## src/rtl/ufc_pkg.sv

```systemverilog
package ufc_pkg;
  localparam int REG_W = 8;

  // Field positions inside the status/control register
  localparam int B_WERR     = 7;
  localparam int B_STOPMODE = 6;
  localparam int B_TXEMPTY  = 5;
  localparam int B_TXFULL   = 4;
  localparam int B_RXIDLE   = 3;
  localparam int B_TXEN     = 2;
  localparam int B_RXEMPTY  = 1;
  localparam int B_RXFULL   = 0;

  localparam logic [1:0] STOP_CFG_FIRST_END = 2'b11;

  typedef struct packed {
    logic wr_err;
    logic stop_mode;
    logic tx_empty;
    logic tx_full;
    logic rx_idle;
    logic tx_en;
    logic rx_empty;
    logic rx_full;
  } stat_t;
endpackage

```

## src/rtl/ufc_fifo.sv

```systemverilog
module ufc_fifo #(
  parameter int W     = 8,
  parameter int DEPTH = 2
) (
  input  logic         clk,
  input  logic         rst_n,
  input  logic         flush,
  input  logic         push,
  input  logic [W-1:0] push_data,
  input  logic         pop,
  output logic [W-1:0] head,
  output logic         full,
  output logic         empty
);
  localparam int AW = (DEPTH > 1) ? $clog2(DEPTH) : 1;
  localparam int CW = $clog2(DEPTH + 1);

  logic [AW-1:0] wptr_q, wptr_d, rptr_q, rptr_d;
  logic [CW-1:0] cnt_q, cnt_d;
  logic [W-1:0]  mem_q [DEPTH];
  logic          push_ok, pop_ok;

  function automatic logic [AW-1:0] ptr_inc(input logic [AW-1:0] p);
    ptr_inc = (p == AW'(DEPTH - 1)) ? '0 : p + 1'b1;
  endfunction

  assign full    = (cnt_q == CW'(DEPTH));
  assign empty   = (cnt_q == '0);
  assign push_ok = push & ~full & ~flush;
  assign pop_ok  = pop & ~empty & ~flush;
  assign head    = mem_q[rptr_q];

  always_comb begin
    wptr_d = wptr_q;
    rptr_d = rptr_q;
    cnt_d  = cnt_q;
    if (flush) begin
      wptr_d = '0;
      rptr_d = '0;
      cnt_d  = '0;
    end else begin
      if (push_ok) wptr_d = ptr_inc(wptr_q);
      if (pop_ok)  rptr_d = ptr_inc(rptr_q);
      case ({push_ok, pop_ok})
        2'b10:   cnt_d = cnt_q + 1'b1;
        2'b01:   cnt_d = cnt_q - 1'b1;
        default: cnt_d = cnt_q;
      endcase
    end
  end

  always_ff @(posedge clk or negedge rst_n) begin
    if (!rst_n) begin
      wptr_q <= '0;
      rptr_q <= '0;
      cnt_q  <= '0;
    end else begin
      wptr_q <= wptr_d;
      rptr_q <= rptr_d;
      cnt_q  <= cnt_d;
    end
  end

  // Data storage: no reset, written only under its own enable
  for (genvar i = 0; i < DEPTH; i++) begin : g_slot
    logic slot_en;
    assign slot_en = push_ok & (wptr_q == AW'(i));
    always_ff @(posedge clk) begin
      if (slot_en) mem_q[i] <= push_data;
    end
  end
endmodule

```

## src/rtl/ufc_status.sv

```systemverilog
module ufc_status
  import ufc_pkg::*;
(
  input  logic             clk,
  input  logic             rst_n,
  input  logic             reg_we,
  input  logic [REG_W-1:0] reg_wdata,
  input  logic             tx_overflow,
  input  logic             tx_full,
  input  logic             tx_empty,
  input  logic             rx_full,
  input  logic             rx_empty,
  input  logic             rx_pin_idle,
  input  logic             flow_xon,
  output logic [REG_W-1:0] reg_rdata,
  output logic             tx_flush,
  output logic             rx_flush,
  output logic             stop_mode
);
  logic werr_q, werr_d, werr_en;
  logic mode_q, mode_d, mode_en;
  logic idle_q, xon_q;
  stat_t stat;

  assign tx_flush = reg_we & reg_wdata[B_TXEMPTY];
  assign rx_flush = reg_we & reg_wdata[B_RXEMPTY];

  // Hardware set wins over a software write in the same cycle
  always_comb begin
    werr_en = tx_overflow | reg_we;
    werr_d  = tx_overflow ? 1'b1 : reg_wdata[B_WERR];
    mode_en = reg_we;
    mode_d  = reg_wdata[B_STOPMODE];
  end

  always_ff @(posedge clk or negedge rst_n) begin
    if (!rst_n) begin
      werr_q <= 1'b0;
      mode_q <= 1'b0;
      idle_q <= 1'b1;
      xon_q  <= 1'b1;
    end else begin
      if (werr_en) werr_q <= werr_d;
      if (mode_en) mode_q <= mode_d;
      idle_q <= rx_pin_idle;
      xon_q  <= flow_xon;
    end
  end

  always_comb begin
    stat.wr_err    = werr_q;
    stat.stop_mode = mode_q;
    stat.tx_empty  = tx_empty;
    stat.tx_full   = tx_full;
    stat.rx_idle   = idle_q;
    stat.tx_en     = xon_q;
    stat.rx_empty  = rx_empty;
    stat.rx_full   = rx_full;
  end

  assign reg_rdata = stat;
  assign stop_mode = mode_q;
endmodule

```

## src/rtl/ufc_irq_sel.sv

```systemverilog
module ufc_irq_sel
  import ufc_pkg::*;
(
  input  logic       clk,
  input  logic       rst_n,
  input  logic       stop_mode,
  input  logic [1:0] stop_cfg,
  input  logic       stb_mid_first,
  input  logic       stb_end_first,
  input  logic       stb_end_last,
  output logic       rx_irq
);
  logic sel_d, irq_q;

  always_comb begin
    if (!stop_mode)                        sel_d = stb_mid_first;
    else if (stop_cfg == STOP_CFG_FIRST_END) sel_d = stb_end_first;
    else                                   sel_d = stb_end_last;
  end

  always_ff @(posedge clk or negedge rst_n) begin
    if (!rst_n) irq_q <= 1'b0;
    else        irq_q <= sel_d;
  end

  assign rx_irq = irq_q;
endmodule

```

## src/rtl/uart_bufctl.sv

```systemverilog
module uart_bufctl
  import ufc_pkg::*;
#(
  parameter int DATA_W   = 8,
  parameter int TX_DEPTH = 2,
  parameter int RX_DEPTH = 2
) (
  input  logic              clk,
  input  logic              rst_n,
  input  logic              reg_we,
  input  logic [REG_W-1:0]  reg_wdata,
  output logic [REG_W-1:0]  reg_rdata,
  input  logic              tx_wr,
  input  logic [DATA_W-1:0] tx_data,
  input  logic              shf_ready,
  output logic              shf_load,
  output logic [DATA_W-1:0] shf_data,
  output logic              shf_clear,
  input  logic              rx_push,
  input  logic [DATA_W-1:0] rx_push_data,
  input  logic              rx_rd,
  output logic [DATA_W-1:0] rx_data,
  input  logic              rx_pin_idle,
  input  logic              flow_xon,
  input  logic [1:0]        stop_cfg,
  input  logic              stb_mid_first,
  input  logic              stb_end_first,
  input  logic              stb_end_last,
  output logic              rx_irq
);
  localparam int RST_STAGES = 2;

  logic [RST_STAGES-1:0] rsync_q;
  logic srst_n;
  logic tx_full, tx_empty, rx_full, rx_empty;
  logic tx_flush, rx_flush, stop_mode;

  // Asynchronous assertion, synchronous release
  always_ff @(posedge clk or negedge rst_n) begin
    if (!rst_n) rsync_q <= '0;
    else        rsync_q <= {rsync_q[RST_STAGES-2:0], 1'b1};
  end
  assign srst_n = rsync_q[RST_STAGES-1];

  ufc_fifo #(.W(DATA_W), .DEPTH(TX_DEPTH)) u_txq (
    .clk(clk), .rst_n(srst_n), .flush(tx_flush),
    .push(tx_wr), .push_data(tx_data), .pop(shf_ready),
    .head(shf_data), .full(tx_full), .empty(tx_empty)
  );

  ufc_fifo #(.W(DATA_W), .DEPTH(RX_DEPTH)) u_rxq (
    .clk(clk), .rst_n(srst_n), .flush(rx_flush),
    .push(rx_push), .push_data(rx_push_data), .pop(rx_rd),
    .head(rx_data), .full(rx_full), .empty(rx_empty)
  );

  ufc_status u_stat (
    .clk(clk), .rst_n(srst_n), .reg_we(reg_we), .reg_wdata(reg_wdata),
    .tx_overflow(tx_wr & tx_full), .tx_full(tx_full), .tx_empty(tx_empty),
    .rx_full(rx_full), .rx_empty(rx_empty), .rx_pin_idle(rx_pin_idle),
    .flow_xon(flow_xon), .reg_rdata(reg_rdata), .tx_flush(tx_flush),
    .rx_flush(rx_flush), .stop_mode(stop_mode)
  );

  ufc_irq_sel u_irq (
    .clk(clk), .rst_n(srst_n), .stop_mode(stop_mode), .stop_cfg(stop_cfg),
    .stb_mid_first(stb_mid_first), .stb_end_first(stb_end_first),
    .stb_end_last(stb_end_last), .rx_irq(rx_irq)
  );

  assign shf_load  = shf_ready & ~tx_empty & ~tx_flush;
  assign shf_clear = tx_flush;
endmodule

```

## config.mk

```make
export PLATFORM = sky130hd
export DESIGN_NAME = uart_bufctl
export DESIGN_NICKNAME = d
export VERILOG_FILES = /design/src/rtl/ufc_pkg.sv /design/src/rtl/ufc_fifo.sv /design/src/rtl/ufc_status.sv /design/src/rtl/ufc_irq_sel.sv /design/src/rtl/uart_bufctl.sv
export SDC_FILE = /design/constraint.sdc
export NUM_CORES = 1
export LEC_CHECK = 0
export ABC_AREA = 1
export CORE_MARGIN = 5
export CORE_UTILIZATION = 48
export CTS_BUF_LIST = sky130_fd_sc_hd__clkbuf_16
export DETAILED_ROUTE_END_ITERATION = 10
export GPL_ROUTABILITY_DRIVEN = 0
export PLACE_DENSITY_LB_ADDON = 0.05
export SYNTH_ARGS = -nofsm -noshare
export SYNTH_HDL_FRONTEND = slang
export SYNTH_SLANG_ARGS = --single-unit
```

## constraint.sdc

```tcl
create_clock -name clk -period 1.7 [get_ports clk]
set_input_delay 0.17 -clock clk [delete_from_list [all_inputs] [get_ports clk]]
set_output_delay 0.17 -clock clk [all_outputs]
set_load 0.02 [all_outputs]
```

# Yosys cells after proc, flatten, opt, wreduce, memory -nomap -nowiden
# Memory sizes are Yosys's and may differ from the RTL's.
# Cells that the tools add are included.
[op_classes]
n_bitwise = 24
mul = 0
muxes = 33
n_eq_ne = 7
n_lt_le_gt_ge = 0
n_shift = 0
div_mod_pow = 0
reduce_logical = 10
n_addsub = 8
[ops]
columns = ["operator", "count"]
rows = [
  ["1-bit 2-to-1 mux", 27],
  ["8-bit 2-to-1 mux", 2],
  ["8-bit OR reduction", 2],
  ["1-bit bitwise AND", 15],
  ["2-bit equality test (second input constant)", 5],
  ["1-bit inverter", 8],
  ["2-bit case mux with 2 select lines", 2],
  ["2-bit nonzero test", 4],
  ["3-bit nonzero test", 2],
  ["1-bit adder (second input constant)", 4],
  ["2-bit by 1-bit adder with 2-bit output (second input constant)", 2],
  ["2-bit by 1-bit equality test with 1-bit output (second input constant)", 2],
  ["2-bit logical NOT", 2],
  ["2-bit 2-to-1 mux", 2],
  ["2-bit by 1-bit subtractor with 2-bit output (second input constant)", 2],
  ["1-bit bitwise OR", 1],
]
[word_totals]
memories = 2
inputBits = 38
register_bits = 15
latchBits = 0
ramBits = 32
romBits = 0
word_cells = 96
[mem_list]
columns = ["memory", "words", "word_bits", "rd", "rd_clocked_by_memory_dff", "write_ports", "line_no", "source"]
rows = [
  ["u_rxq.mem_q", 2, 8, 1, 0, 1, "ufc_fifo.sv:20", "logic [W-1:0] mem_q [DEPTH];"],
  ["u_txq.mem_q", 2, 8, 1, 0, 1, "ufc_fifo.sv:20", ""],
]

# Logic depth before layout (Yosys ltp)
[depth]
depth_word = 9
depth_mapped = 9

# Cells and area by module
# From an unflattened synthesis, not the netlist that was laid out.
[unflattened]
cells_unflattened = 210
area_unflattened_um2 = 2097.0
[by_module_without_submodules]
columns = ["mod", "area_per_inst_um2", "cells_each", "instances"]
rows = [
  ["ufc_fifo", 875.8, 84, 2],
  ["ufc_status", 209.0, 24, 1],
  ["uart_bufctl", 75.1, 8, 1],
  ["ufc_irq_sel", 61.3, 10, 1],
]

# Least setup slack after synthesis
# No wires, ideal clock.
[synth_path]
path_kind = "register to register"
from = "reg u_txq.cnt_q[0]"
to = "mem u_txq.mem_q[1][0], enable pin"
stages_incl_launch_ff = 5
path_slack_ps = 110
t_arrival_ps = 1207
required_ps = 1317
synth_period_minus_slack_ps = 1590
n_path_buf = 0
setup_time_ps = 383
cell_sequence = "dfrtp_1 > inv_2 > nand2_1 > nand2_2 > nor3_1"
[synth_between]
elab_chain_cells = 9
elab_cells_between_ends = 13
[synth_lines]
columns = ["item", "line_no", "source"]
rows = [
  ["start, declared", "ufc_fifo.sv:19", "logic [CW-1:0] cnt_q, cnt_d;"],
  ["start signal, assigned", "ufc_fifo.sv:60", "cnt_q <= cnt_d;"],
  ["2-bit equality test *", "ufc_fifo.sv:27", "assign full = (cnt_q == CW'(DEPTH));"],
  ["1-bit inverter *", "ufc_fifo.sv:29", "assign push_ok = push & ~full & ~flush;"],
  ["1-bit bitwise AND * (2 in series)", "ufc_fifo.sv:29", ""],
  ["1-bit bitwise AND *", "ufc_fifo.sv:67", "assign slot_en = push_ok & (wptr_q == AW'(i));"],
  ["named net u_txq.g_slot[1].slot_en", "ufc_fifo.sv:66", "logic slot_en;"],
  ["1-bit 2-to-1 mux *", "ufc_fifo.sv:69", "if (slot_en) mem_q[i] <= push_data;"],
  ["1-bit 2-to-1 mux (implied by the code) *", "ufc_fifo.sv:69", ""],
  ["8-bit OR reduction (no source line)", "n/a", ""],
  ["1-bit 2-to-1 mux (no source line)", "n/a", ""],
  ["end, declared", "ufc_fifo.sv:20", ""],
]
# The timed path passes the listed nets; every way through them passes the cells marked *.

# Worst setup path after layout
[layout_path]
from = "in reg_we"
to = "out shf_clear"
[layout_between]
elab_chain_cells = 1
[layout_lines]
columns = ["item", "line_no", "source"]
rows = [
  ["start, declared", "uart_bufctl.sv:10", "input logic reg_we,"],
  ["1-bit bitwise AND", "ufc_status.sv:25", "assign tx_flush = reg_we & reg_wdata[B_TXEMPTY];"],
  ["end, declared", "uart_bufctl.sv:18", "output logic shf_clear,"],
]
# Every way passes these cells.

==> results.tsv <==
stage	metric	value	unit
run_status	status	complete, no violations	
die	core area	3970	µm²
synthesis	Post-Syn Area	1950	µm²
power	internal power	2.94	mW
sta	Max Freq	0.615	GHz
sta	Final Hold Viols	0	
synthesis	Post-synth top flop	edfxtp_1	
power	Sw Share	0.337	
synthesis	synth unique cells	23	
clock_network	clock transition time at the flip-flop clock pins of the worst setup and hold paths	0.06	ns
die	die width	73.7	µm
sta	RSZ-0062 raised after global routing	no	
routing	drt pass-1 iters	4	
finish	layout cell share with drive strength beyond 1	0.141	
power	sequential power share	0.366	
worst_setup_path	WS Path Type	input pin to output pin	
routing	Via density	4.82	
worst_setup_path	CP Capture Type	output pin	
routing	ANT nets after route	0	
routing	initial DRC count	38	
global_route	largest net degree at the start of global routing	15	
routing	drc violations	0	
finish	fin nets	287	
placed_design	dpl hpwl	2930	µm
global_route	All-Layer GR Usage	0.156	
sta	Slew headroom	0.638	
synthesis	post-synthesis mux area share	0.00513	
finish	Fill cells	296	
sta	Final Cycle Share	0.957	
die	Initial Utilization	0.491	
power	combinational power share	0.361	
clock_network	CTS max path bufs	2	
synthesis	top post-synthesis cells by count	68 x nand2_1, 32 x edfxtp_1, 13 x dfrtp_1	
synthesis	Post-Synth Simple-Gate Area	0.185	
global_route	M1 GR Usage	0.159	
placed_design	Post-DP Area	2630	µm²
synthesis	Synth Net Count	219	
sta	Tmin final	1.63	ns
routing	total number of vias	1441	
placed_design	Buffers on Ports	60	
finish	fin area	2800	µm²
synthesis	post-synthesis xor/xnor area fraction	0.00449	
worst_setup_path	Critical Path RT	1.53	ns
power	Clock Power Share	0.273	
synthesis	share of the synthesized area in the top cell type	0.493	
synthesis	Syn Inst Count	180	
worst_setup_path	crit path DAT	1.46	ns
synthesis	Async S/R FF share, synth	0.319	
global_route	busiest grt layer	met2	
power	peak supply drop	0.890	mV
clock_network	Post-CTS Setup Bufs	0	
finish	Layout area overhead	43.6	%
synthesis	number of synthesized flops with an enable pin	32	
clock_network	H-tree depth	2	
die	DIE HEIGHT	73.7	µm
global_route	antenna violations before repair	0	
routing	Routed wire per std cell	13.0	µm
sta	final setup violation count	0	
clock_network	clk sinks	47	
power	leak pwr	1.27	nW
finish	Antenna diodes	0	
worst_setup_path	crit path max fanout	5	
sta	Slew @ Worst Pin	0.543	ns
synthesis	cell with the most instances after synthesis	nand2_1	
global_route	global-route wire length before repair	6460	µm
clock_network	worst skew pair latency	0.28	ns
clock_network	CTS root buf	clkbuf_16	
die	die area	5440	µm²
power	pwr/cell area	1580	nW/µm²
worst_setup_path	type of origin of the critical path	input pin	
worst_hold_path	Hold Path Class	input pin to asynchronous set/reset pin	
sta	Sum Neg Setup Slack	0	ns
routing	Final Routed Wirelength	3870	µm
synthesis	Area contributors post-synth	edfxtp_1 49%, dfrtp_1 17%, nand2_1 13%	
die	I/O Pins	65	
power	Sw Pwr	1.49	mW
synthesis	largest family of logic cells by synthesized area	simple AND/OR/NAND/NOR gates	
synthesis	average size of a mapped cell	10.8	µm²
clock_network	TritonCTS clock tree	yes	
synthesis	sequential fraction of the synthesis area	0.686	
synthesis	largest area contributor in the netlist	edfxtp_1	
synthesis	Synth Area in Adders	0.00641	
global_route	GR Overflow Total	0	
global_route	GR Util met3	0.0575	
die	Rows	23	
global_route	met2 usage	0.298	
sta	Setup Skew	0.00279	ns
synthesis	synthesized flop and latch total	47	
clock_network	hold_buf cts	0	
synthesis	Synth Area in Compound Gates	0.0462	
sta	Slew Viols, Final	0	
run	max-cap viol count	0	
synthesis	YS warnings	0	
clock_network	number of buffers created by CTS	5	
global_route	vias in the first global route	1543	
[cell type report]
cell class | count | area, µm² | area share
clock buffers | 5 | 125 | 0.0447
clock inverters | 3 | 63.8 | 0.0228
inverters | 15 | 58.8 | 0.0210
multi-input cells | 108 | 490 | 0.175
flip-flops and latches | 47 | 1340 | 0.478
well taps | 50 | 62.6 | 0.0223
repair buffers | 71 | 661 | 0.236
[worst paths after layout]
kind / from / endpoint / slack (ns) / cells past startpoint
min in group clk: rx_pin_idle / u_stat.idle_q / 0.30 / 1
worst min-delay path: rst_n / rsync_q[1] / 0.06 / 1
worst max register to register: u_rxq.cnt_q[0] / u_rxq.cnt_q[1] / 0.11 / 7
worst min register to register: rsync_q[1] / u_txq.wptr_q / 0.23 / 0
max in group asynchronous: rsync_q[1] / u_rxq.rptr_q / 1.09 / 0
worst max-delay path: reg_we / shf_clear / 0.07 / 4
[cells in the final DEF (no fill, tap or decap)]
cell type,instances
conb_1,1
o21ai_1,5
a21oi_1,6
edfxtp_1,32
nand3_2,2
inv_4,1
nor3_1,4
nand2_1,68
nand3b_1,1
dfrtp_2,1
mux2i_1,1
o21ai_0,4
dfstp_2,2
dfrtp_1,12
nand2_2,4
inv_2,3
xor2_1,1
o22ai_1,1
dlygate4sd2_1,20
inv_1,12
nor2_2,3
clkdlybuf4s50_1,39
dlymetal6s2s_1,1
nor2_1,5
clkbuf_16,5
a21oi_2,1
bufinv_16,2
buf_4,11
ha_1,1
[flip-flops by register name, indices dropped and copies added (netlist names), 2 cells and up]
name         count
u_txq.cnt_q      2
u_rxq.mem_q     16
rsync_q          2
u_txq.mem_q     16
u_rxq.cnt_q      2
[logic make-up after synthesis]
family / Yosys count
AOI/OAI and AO/OA: 17
buffers and inverters: 25
adders and majority gates: 1
xor gates and xnor gates: 1
DFF: 47
muxes: 1
and+or+nand+nor: 87
other: 1
[metal layers]
metal | part of all wire | up-vias
li1 | - | 717
met1 | 0.35 | 674
met2 | 0.56 | 48
met3 | 0.087 | 2
met4 | 0.0044 | 0
met5 | 0 | -
[power by group through the flow]
stage / combinational [mW] / clock (mW) / sequential [mW]
final: 1.60 / 1.21 / 1.62
after global placement: 1.72 / 0 / 1.62
after floorplan: 1.07 / 0 / 1.59
after detailed placement: 1.78 / 0 / 1.63
after global routing: 1.78 / 1.29 / 1.65
after CTS: 1.62 / 1.24 / 1.62
[critical path: stages]
cell and delay [ns]:
clkdlybuf4s50_1 0.49, nand2_2 0.08, inv_2 0.10, clkdlybuf4s50_1 0.61
[per-stage QoR]
stage | setup slack [ns] | utilization | hold slack, ns | power (mW) | std cells
finish | 0.0727 | 0.705 | 0.0563 | 4.43 | 299
global route | 0.0159 | 0.705 | 0.0522 | 4.72 | 299
CTS | 0.0528 | 0.704 | 0.0525 | 4.48 | 299
detailed placement | -0.0301 | 0.661 | 0.244 | 3.41 | 291
global placement | 0.0135 | 0.661 | 0.226 | 3.34 | 291
floorplan | 0.110 | - | -0.126 | 2.66 | 180
[repair_timing]
action | CTS | global route
pin swaps | 0 | 0
gates cloned | 0 | 0
gates resized for setup | 22 | 3
setup endpoints to repair | 20 | 2
Note: power is estimated with default switching activity, not from simulation.
